==> src/rtl/sdcmd_pkg.sv <==
package sdcmd_pkg;

   typedef enum logic [2:0] {
      C_NOP, C_ACT, C_RD, C_WR, C_PRE, C_REF, C_MRS, C_BST
   } cmd_e;

   localparam int NVIOL   = 12;
   localparam int V_RCD   = 0;
   localparam int V_RAS   = 1;
   localparam int V_RC    = 2;
   localparam int V_RP    = 3;
   localparam int V_RRD   = 4;
   localparam int V_RDL   = 5;
   localparam int V_CDL   = 6;
   localparam int V_BUSY  = 7;
   localparam int V_MRD   = 8;
   localparam int V_NOROW = 9;
   localparam int V_APB   = 10;
   localparam int V_REOP  = 11;

   function automatic int max2(input int a, input int b);
      return (a > b) ? a : b;
   endfunction

endpackage

==> src/rtl/sdcmd_age.sv <==
// Saturating "cycles since event" counter; reset value means long ago.
module sdcmd_age #(
   parameter int W = 4
) (
   input  logic         clk,
   input  logic         rst_n,
   input  logic         hit,
   input  logic         clr,
   output logic [W-1:0] age
);
   always_ff @(posedge clk or negedge rst_n) begin
      if (!rst_n)          age <= '1;
      else if (hit)        age <= W'(1);
      else if (clr)        age <= '0;
      else if (age != '1)  age <= age + 1'b1;
   end
endmodule

==> src/rtl/sdcmd_decode.sv <==
module sdcmd_decode
   import sdcmd_pkg::*;
(
   input  logic cke,
   input  logic cs_n,
   input  logic ras_n,
   input  logic cas_n,
   input  logic we_n,
   output cmd_e cmd
);
   always_comb begin
      cmd = C_NOP;
      if (cke && !cs_n) begin
         unique case ({ras_n, cas_n, we_n})
            3'b011:  cmd = C_ACT;
            3'b101:  cmd = C_RD;
            3'b100:  cmd = C_WR;
            3'b010:  cmd = C_PRE;
            3'b001:  cmd = C_REF;
            3'b000:  cmd = C_MRS;
            3'b110:  cmd = C_BST;
            default: cmd = C_NOP;
         endcase
      end
   end
endmodule

==> src/rtl/sdcmd_burst.sv <==
// Tracks the running column burst: write beats, auto-precharge close, truncation.
module sdcmd_burst #(
   parameter int BL = 4
) (
   input  logic       clk,
   input  logic       rst_n,
   input  logic       col_go,
   input  logic       col_bank,
   input  logic       col_wr,
   input  logic       col_ap,
   input  logic       bst,
   input  logic [1:0] pre_hit,
   output logic [1:0] wbeat,
   output logic [1:0] ap_fire,
   output logic [1:0] ap_busy
);
   localparam int BW = $clog2(BL + 1);
   localparam logic [BW-1:0] BL_M1 = BW'(BL - 1);

   logic [BW-1:0] rem_q;
   logic          bank_q, wr_q, ap_q;
   logic          running, cut, cont, last_cont, single_ap;

   assign running   = (rem_q != '0);
   assign cut       = running && (col_go || bst || pre_hit[bank_q]);
   assign cont      = running && !cut;
   assign last_cont = cont && (rem_q == BW'(1));

   generate
      if (BL == 1) begin : g_single
         assign single_ap = col_go && col_ap;
      end else begin : g_multi
         assign single_ap = 1'b0;
      end
   endgenerate

   generate
      for (genvar b = 0; b < 2; b++) begin : g_bank_out
         assign wbeat[b]   = (col_go && col_wr && (col_bank == 1'(b))) ||
                             (cont && wr_q && (bank_q == 1'(b)));
         assign ap_fire[b] = (running && ap_q && (bank_q == 1'(b)) && (last_cont || cut)) ||
                             (single_ap && (col_bank == 1'(b)));
         assign ap_busy[b] = running && ap_q && (bank_q == 1'(b));
      end
   endgenerate

   always_ff @(posedge clk or negedge rst_n) begin
      if (!rst_n) begin
         rem_q  <= '0;
         bank_q <= 1'b0;
         wr_q   <= 1'b0;
         ap_q   <= 1'b0;
      end else if (col_go) begin
         rem_q  <= BL_M1;
         bank_q <= col_bank;
         wr_q   <= col_wr;
         ap_q   <= col_ap;
      end else if (cut) begin
         rem_q  <= '0;
      end else if (running) begin
         rem_q  <= rem_q - 1'b1;
      end
   end
endmodule

==> src/rtl/sdcmd_bank.sv <==
// Per-bank open flag and age counters.
module sdcmd_bank #(
   parameter int W = 4
) (
   input  logic         clk,
   input  logic         rst_n,
   input  logic         act_hit,
   input  logic         pre_hit,
   input  logic         ap_close,
   input  logic         wbeat,
   output logic         is_open,
   output logic [W-1:0] act_age,
   output logic [W-1:0] pre_age,
   output logic [W-1:0] wr_age
);
   always_ff @(posedge clk or negedge rst_n) begin
      if (!rst_n)                    is_open <= 1'b0;
      else if (act_hit)              is_open <= 1'b1;
      else if (pre_hit || ap_close)  is_open <= 1'b0;
   end

   sdcmd_age #(.W(W)) u_act (.clk(clk), .rst_n(rst_n), .hit(act_hit), .clr(1'b0), .age(act_age));
   sdcmd_age #(.W(W)) u_pre (.clk(clk), .rst_n(rst_n), .hit(pre_hit),
                             .clr(ap_close && !act_hit), .age(pre_age));
   sdcmd_age #(.W(W)) u_wr  (.clk(clk), .rst_n(rst_n), .hit(wbeat), .clr(1'b0), .age(wr_age));
endmodule

==> src/rtl/sdcmd_guard.sv <==
module sdcmd_guard
   import sdcmd_pkg::*;
#(
   parameter int TRCD      = 3,
   parameter int TRAS      = 6,
   parameter int TRC       = 9,
   parameter int TRP       = 3,
   parameter int TRRD      = 2,
   parameter int TRDL      = 2,
   parameter int TCDL      = 1,
   parameter int TMRD      = 2,
   parameter int BURST_LEN = 4,
   parameter int CNT_W     = 16
) (
   input  logic             clk,
   input  logic             rst_n,
   input  logic             cke,
   input  logic             cs_n,
   input  logic             ras_n,
   input  logic             cas_n,
   input  logic             we_n,
   input  logic             ba,
   input  logic             a10,
   output logic             viol_pulse,
   output logic [11:0]      viol_code,
   output logic [CNT_W-1:0] viol_count
);
   localparam int TMAX = max2(max2(max2(TRCD, TRAS), max2(TRC, TRP)),
                              max2(max2(TRRD, TRDL), max2(TCDL, TMRD)));
   localparam int AW   = $clog2(TMAX + 1);
   localparam logic [AW-1:0] L_RCD = AW'(TRCD);
   localparam logic [AW-1:0] L_RAS = AW'(TRAS);
   localparam logic [AW-1:0] L_RC  = AW'(TRC);
   localparam logic [AW-1:0] L_RP  = AW'(TRP);
   localparam logic [AW-1:0] L_RRD = AW'(TRRD);
   localparam logic [AW-1:0] L_RDL = AW'(TRDL);
   localparam logic [AW-1:0] L_CDL = AW'(TCDL);
   localparam logic [AW-1:0] L_MRD = AW'(TMRD);

   initial begin : g_param_chk
      assert (TRCD >= 1 && TRAS >= 1 && TRC >= 1 && TRP >= 1)
         else $error("row timings must be at least one clock");
      assert (TRRD >= 1 && TRDL >= 1 && TCDL >= 1 && TMRD >= 1)
         else $error("spacing timings must be at least one clock");
      assert (BURST_LEN >= 1 && CNT_W >= 1)
         else $error("burst length and counter width must be positive");
   end

   cmd_e cmd;
   logic is_col;
   logic [1:0] act_hit, pre_hit, wbeat, ap_fire, ap_busy, open;
   logic [AW-1:0] act_age [2];
   logic [AW-1:0] pre_age [2];
   logic [AW-1:0] wr_age  [2];
   logic [AW-1:0] mrd_age;
   logic [NVIOL-1:0] v;

   sdcmd_decode u_dec (.cke(cke), .cs_n(cs_n), .ras_n(ras_n), .cas_n(cas_n),
                       .we_n(we_n), .cmd(cmd));

   assign is_col = (cmd == C_RD) || (cmd == C_WR);

   generate
      for (genvar b = 0; b < 2; b++) begin : g_bank
         assign act_hit[b] = (cmd == C_ACT) && (ba == 1'(b));
         assign pre_hit[b] = (cmd == C_PRE) && (a10 || (ba == 1'(b)));
         sdcmd_bank #(.W(AW)) u_bank (
            .clk(clk), .rst_n(rst_n), .act_hit(act_hit[b]), .pre_hit(pre_hit[b]),
            .ap_close(ap_fire[b]), .wbeat(wbeat[b]), .is_open(open[b]),
            .act_age(act_age[b]), .pre_age(pre_age[b]), .wr_age(wr_age[b]));
      end
   endgenerate

   sdcmd_burst #(.BL(BURST_LEN)) u_burst (
      .clk(clk), .rst_n(rst_n), .col_go(is_col), .col_bank(ba),
      .col_wr(cmd == C_WR), .col_ap(a10), .bst(cmd == C_BST),
      .pre_hit(pre_hit), .wbeat(wbeat), .ap_fire(ap_fire), .ap_busy(ap_busy));

   sdcmd_age #(.W(AW)) u_mrd (.clk(clk), .rst_n(rst_n), .hit(cmd == C_MRS),
                              .clr(1'b0), .age(mrd_age));

   always_comb begin
      v          = '0;
      v[V_RCD]   = is_col && open[ba] && (act_age[ba] < L_RCD);
      v[V_NOROW] = is_col && !open[ba];
      v[V_APB]   = is_col && ap_busy[ba];
      v[V_CDL]   = is_col && ((wr_age[0] < L_CDL) || (wr_age[1] < L_CDL));
      for (int b = 0; b < 2; b++) begin
         if (pre_hit[b] && open[b] && (act_age[b] < L_RAS)) v[V_RAS] = 1'b1;
         if (pre_hit[b] && open[b] && (wr_age[b]  < L_RDL)) v[V_RDL] = 1'b1;
      end
      v[V_RC]    = (cmd == C_ACT) && (act_age[ba] < L_RC);
      v[V_RP]    = (cmd == C_ACT) && (pre_age[ba] < L_RP);
      v[V_RRD]   = (cmd == C_ACT) && (act_age[~ba] < L_RRD);
      v[V_REOP]  = (cmd == C_ACT) && open[ba];
      v[V_BUSY]  = ((cmd == C_MRS) || (cmd == C_REF)) && (|open);
      v[V_MRD]   = (cmd != C_NOP) && (mrd_age < L_MRD);
   end

   always_ff @(posedge clk or negedge rst_n) begin
      if (!rst_n) begin
         viol_pulse <= 1'b0;
         viol_code  <= '0;
         viol_count <= '0;
      end else begin
         viol_pulse <= |v;
         viol_code  <= v;
         if ((|v) && (viol_count != '1)) viol_count <= viol_count + 1'b1;
      end
   end
endmodule

==> config.mk <==
export PLATFORM = sky130hd
export DESIGN_NAME = sdcmd_guard
export DESIGN_NICKNAME = d
export VERILOG_FILES = /design/src/rtl/sdcmd_pkg.sv /design/src/rtl/sdcmd_age.sv /design/src/rtl/sdcmd_decode.sv /design/src/rtl/sdcmd_burst.sv /design/src/rtl/sdcmd_bank.sv /design/src/rtl/sdcmd_guard.sv
export SDC_FILE = /design/constraint.sdc
export NUM_CORES = 1
export LEC_CHECK = 0
export BUFFER_PORTS_ARGS = -buffer_cell sky130_fd_sc_hd__buf_2
export CORE_ASPECT_RATIO = 1.1
export CORE_MARGIN = 1
export CORE_UTILIZATION = 65
export CTS_BUF_LIST = sky130_fd_sc_hd__clkbuf_8
export DETAILED_ROUTE_END_ITERATION = 8
export GPL_ROUTABILITY_DRIVEN = 0
export PLACE_DENSITY_LB_ADDON = 0.25
export SLEW_MARGIN = 25
export SYNTH_ARGS = -nofsm -noshare
export SYNTH_HDL_FRONTEND = slang
export SYNTH_SLANG_ARGS = --single-unit
==> constraint.sdc <==
create_clock -name clk -period 6.02 [get_ports clk]
set_input_delay 0.602 -clock clk [delete_from_list [all_inputs] [get_ports clk]]
set_output_delay 0.602 -clock clk [all_outputs]
set_load 0.05 [all_outputs]
==> impl_metrics.yaml <==
outcome:
  status: "finished, violations left"
  failed_checks: "DRC"
floorplan:
  core_sq_mm: 0.00500
  io_pins: 38
  rows: 27
  die-area_sq_mm: 0.00550
  die_y_microns: 77.7
  start_util_pct: 67.7
  die_w_microns: 70.8
clock_tree:
  cts_setup_buffers: 0
  clockRootBuffer: "clkbuf_8"
  cts_inserted_buffers: 9
  cts_hold_buffers: 0
  cts.clk_slew.worst_paths_ns: 0.07
  clock_latency_ns: 0.34
  cts_buffer_depth: 2
  cts_resized: 0
  htreeDepth: 3
  cts_tree: "done"
  cts.sinks: 65
logic_synthesis:
  synthFlopType: "dfrtp_1"
  yosysWarnings: 0
  ys_seq_elements: 65
  syn_avg_cell_area_sq_um: 10.1
  synthCells: 335
  synthesis.area_sq_mm: 0.00339
  yosysTopAreaCellShare_pct: 27.3
  ys_seq_area_share_pct: 49.1
  post-synth-top-area-cell: "dfrtp_1"
  ys_async_sr_fraction_pct: 100
  synthesis.nets: 357
  synth_edf_count: 0
  ys_top_cells_by_area: "dfrtp_1 27%, dfstp_2 22%, ha_1 4.8%"
  synth_cell_types: 51
layout:
  diodes: 0
  area_growth_pct: 13.1
  mostFrequentLayoutCell: "nor2_1"
  layout_common_cells: "43 x nor2_1, 37 x dfrtp_1, 37 x buf_2, 28 x dfstp_2, 27 x nand3_1"
  final_layout_size_suffix_gt1_share_pct: 26.5
  fin_cells: 439
  fin_area_sq_mm: 0.00383
  fin_nets: 398
worst_setup_path:
  cpLargestDelayFamily: "compound AO/OA/AOI/OAI gates"
  cp.required_ns: 6.24
  crit_slowest_cell: "dfstp_2"
  worstSetupStartpointType: "flop"
  path_cells: "inv_1 -> ha_1 -> a221oi_1 -> o22ai_1 -> or3_4 -> o21ai_4 -> mux2_2"
  arrival_ns: 2.75
  end_kind: "flop"
  max_stage_delay_ns: 0.57
  crit_path_max_fanout: 14
  crit_buf_inv: 1
  path_class: "flop to flop"
route:
  ant_nets: 0
  drc: 10
  num_vias: 2667
  first_pass_iters: 6
  viasPerCell: 6.08
  wl_microns: 6740
  drt_iter0_drc: 244
  wire_per_inst_microns: 15.4
sta:
  clock_skew_ns: 0.00981
  hold_slack_ns: 0.400
  max_slew.worst_pin.slew_ns: 0.797
  max_slew_margin_pct: 46.9
  post-route-period-util_pct: 42.0
  slew_viol_final: 0
  tns_ns: 0
  setup_viol: 0
  finalHoldViolCount: 0
  max_freq_mhz: 395
  fin_crit_ns: 2.53
  rsz0062_at_grt: "false"
global_routing:
  grt_pass1_wl_microns: 11500
  antenna_found_initial: 0
  first_global_vias: 2511
  grt_usage_pct: 27.3
  grt_max_degree: 66
  grt_overflow_total: 0
place:
  numPortBuffers: 37
  placed_area_sq_mm: 0.00359
  dpl.hpwl_microns: 4650
  place_inst: 423
min_path:
  min_path_type: "input port to async pin"
pwr:
  ir_drop_mv: 0.315
  leakage_nw: 1.78
  power_density_mw_per_mm2: 494
run:
  cap_violations: 0
[cell families (layout without fill, tap and decap cells)]
kind of cell               count (synthesis)  in the layout  share of synthesized area [%]
and+or+nand+nor                          154            154                           23.5
DFF                                       65             65                           49.1
AOI/OAI and AO/OA                         46             46                           9.46
xor gates and xnor gates                  23             23                           6.17
buffers and inverters                     23             69                           3.58
adders and majority gates                 13             13                           4.80
muxes                                     11             11                           3.47
[through the flow]
step,utilization [%],power [mW],setup WS [ns]
after CTS,76.6,1.91,3.49
after floorplan,-,1.29,3.66
final,76.6,1.89,3.49
after global routing,76.6,2.03,3.31
after global placement,71.7,1.41,3.25
after detailed placement,71.7,1.45,3.20
[registers in the layout, summed over array words and instances, names as in the netlist]
name                     cells
g_bank.u_bank.u_act.age      8
g_bank.u_bank.u_pre.age      8
viol_pulse                   1
viol_code                   12
g_bank.u_bank.u_wr.age       8
u_burst.rem_q                3
u_burst.ap_q                 1
viol_count                  16
u_burst.bank_q               1
u_burst.wr_q                 1
g_bank.u_bank.is_open        2
u_mrd.age                    4
[power by group]
part | internal, mW | switching (mW) | leakage, nW | total (mW)
Combinational | 0.257 | 0.356 | 0.889 | 0.613
Sequential | 0.648 | 0.183 | 0.769 | 0.831
Clock | 0.284 | 0.165 | 0.124 | 0.449
[synth_stat cells (2+ instances only)]
cell type,n
a211oi_1,2
a21oi_1,5
a31o_2,2
a31oi_1,8
a32oi_1,2
buf_2,4
buf_6,4
dfrtp_1,37
dfstp_2,28
ha_1,13
inv_1,14
mux2_2,2
mux2i_1,8
nand2_1,26
nand2b_1,6
nand3_1,27
nand4_1,2
nor2_1,43
nor2b_1,3
nor3_1,22
nor3_2,2
nor3b_1,7
nor4_1,3
nor4b_2,2
o211ai_1,2
o21ai_0,9
o22ai_1,4
o32ai_1,2
or3_1,3
or4_4,2
xnor2_1,11
xor2_1,11
[final timing paths]
path                                                          startpoint  depth (start not counted)  slack [ns]                    endpoint
worst max-delay path            g_bank[1].u_bank.u_wr.age[1]$_DFFE_PN1P_                          7        3.49   viol_count[1]$_DFFE_PN0P_
worst min-delay path                                               rst_n                          2        0.40   viol_count[4]$_DFFE_PN0P_
max in group asynchronous                                          rst_n                          2        5.05  viol_count[15]$_DFFE_PN0P_
worst max register to register  g_bank[1].u_bank.u_wr.age[1]$_DFFE_PN1P_                          7        3.49   viol_count[1]$_DFFE_PN0P_
min in group clk                               viol_count[5]$_DFFE_PN0P_                          1        0.50   viol_count[5]$_DFFE_PN0P_
worst min register to register                 viol_count[5]$_DFFE_PN0P_                          1        0.50   viol_count[5]$_DFFE_PN0P_
[cell type report]
class                           count  area [sq um]
Clock inverter                      6           106
Sequential cell                    65          1660
Inverter                           15          56.3
Tap cell                           58          72.6
Multi-Input combinational cell    247          1600
Fill cell                         348          1170
Clock buffer                       10           138
Timing Repair Buffer               38           193
[layer usage]
metal / vias up / track usage, % / wire [microns]
met5: - / 0 / 0
met1: 1299 / 35.1 / 2820
met4: 0 / 11.8 / 144
met3: 15 / 7.14 / 399
met2: 90 / 43.8 / 3380
li1: 1263 / - / -
No activity file was read; power rests on OpenSTA's default activity.
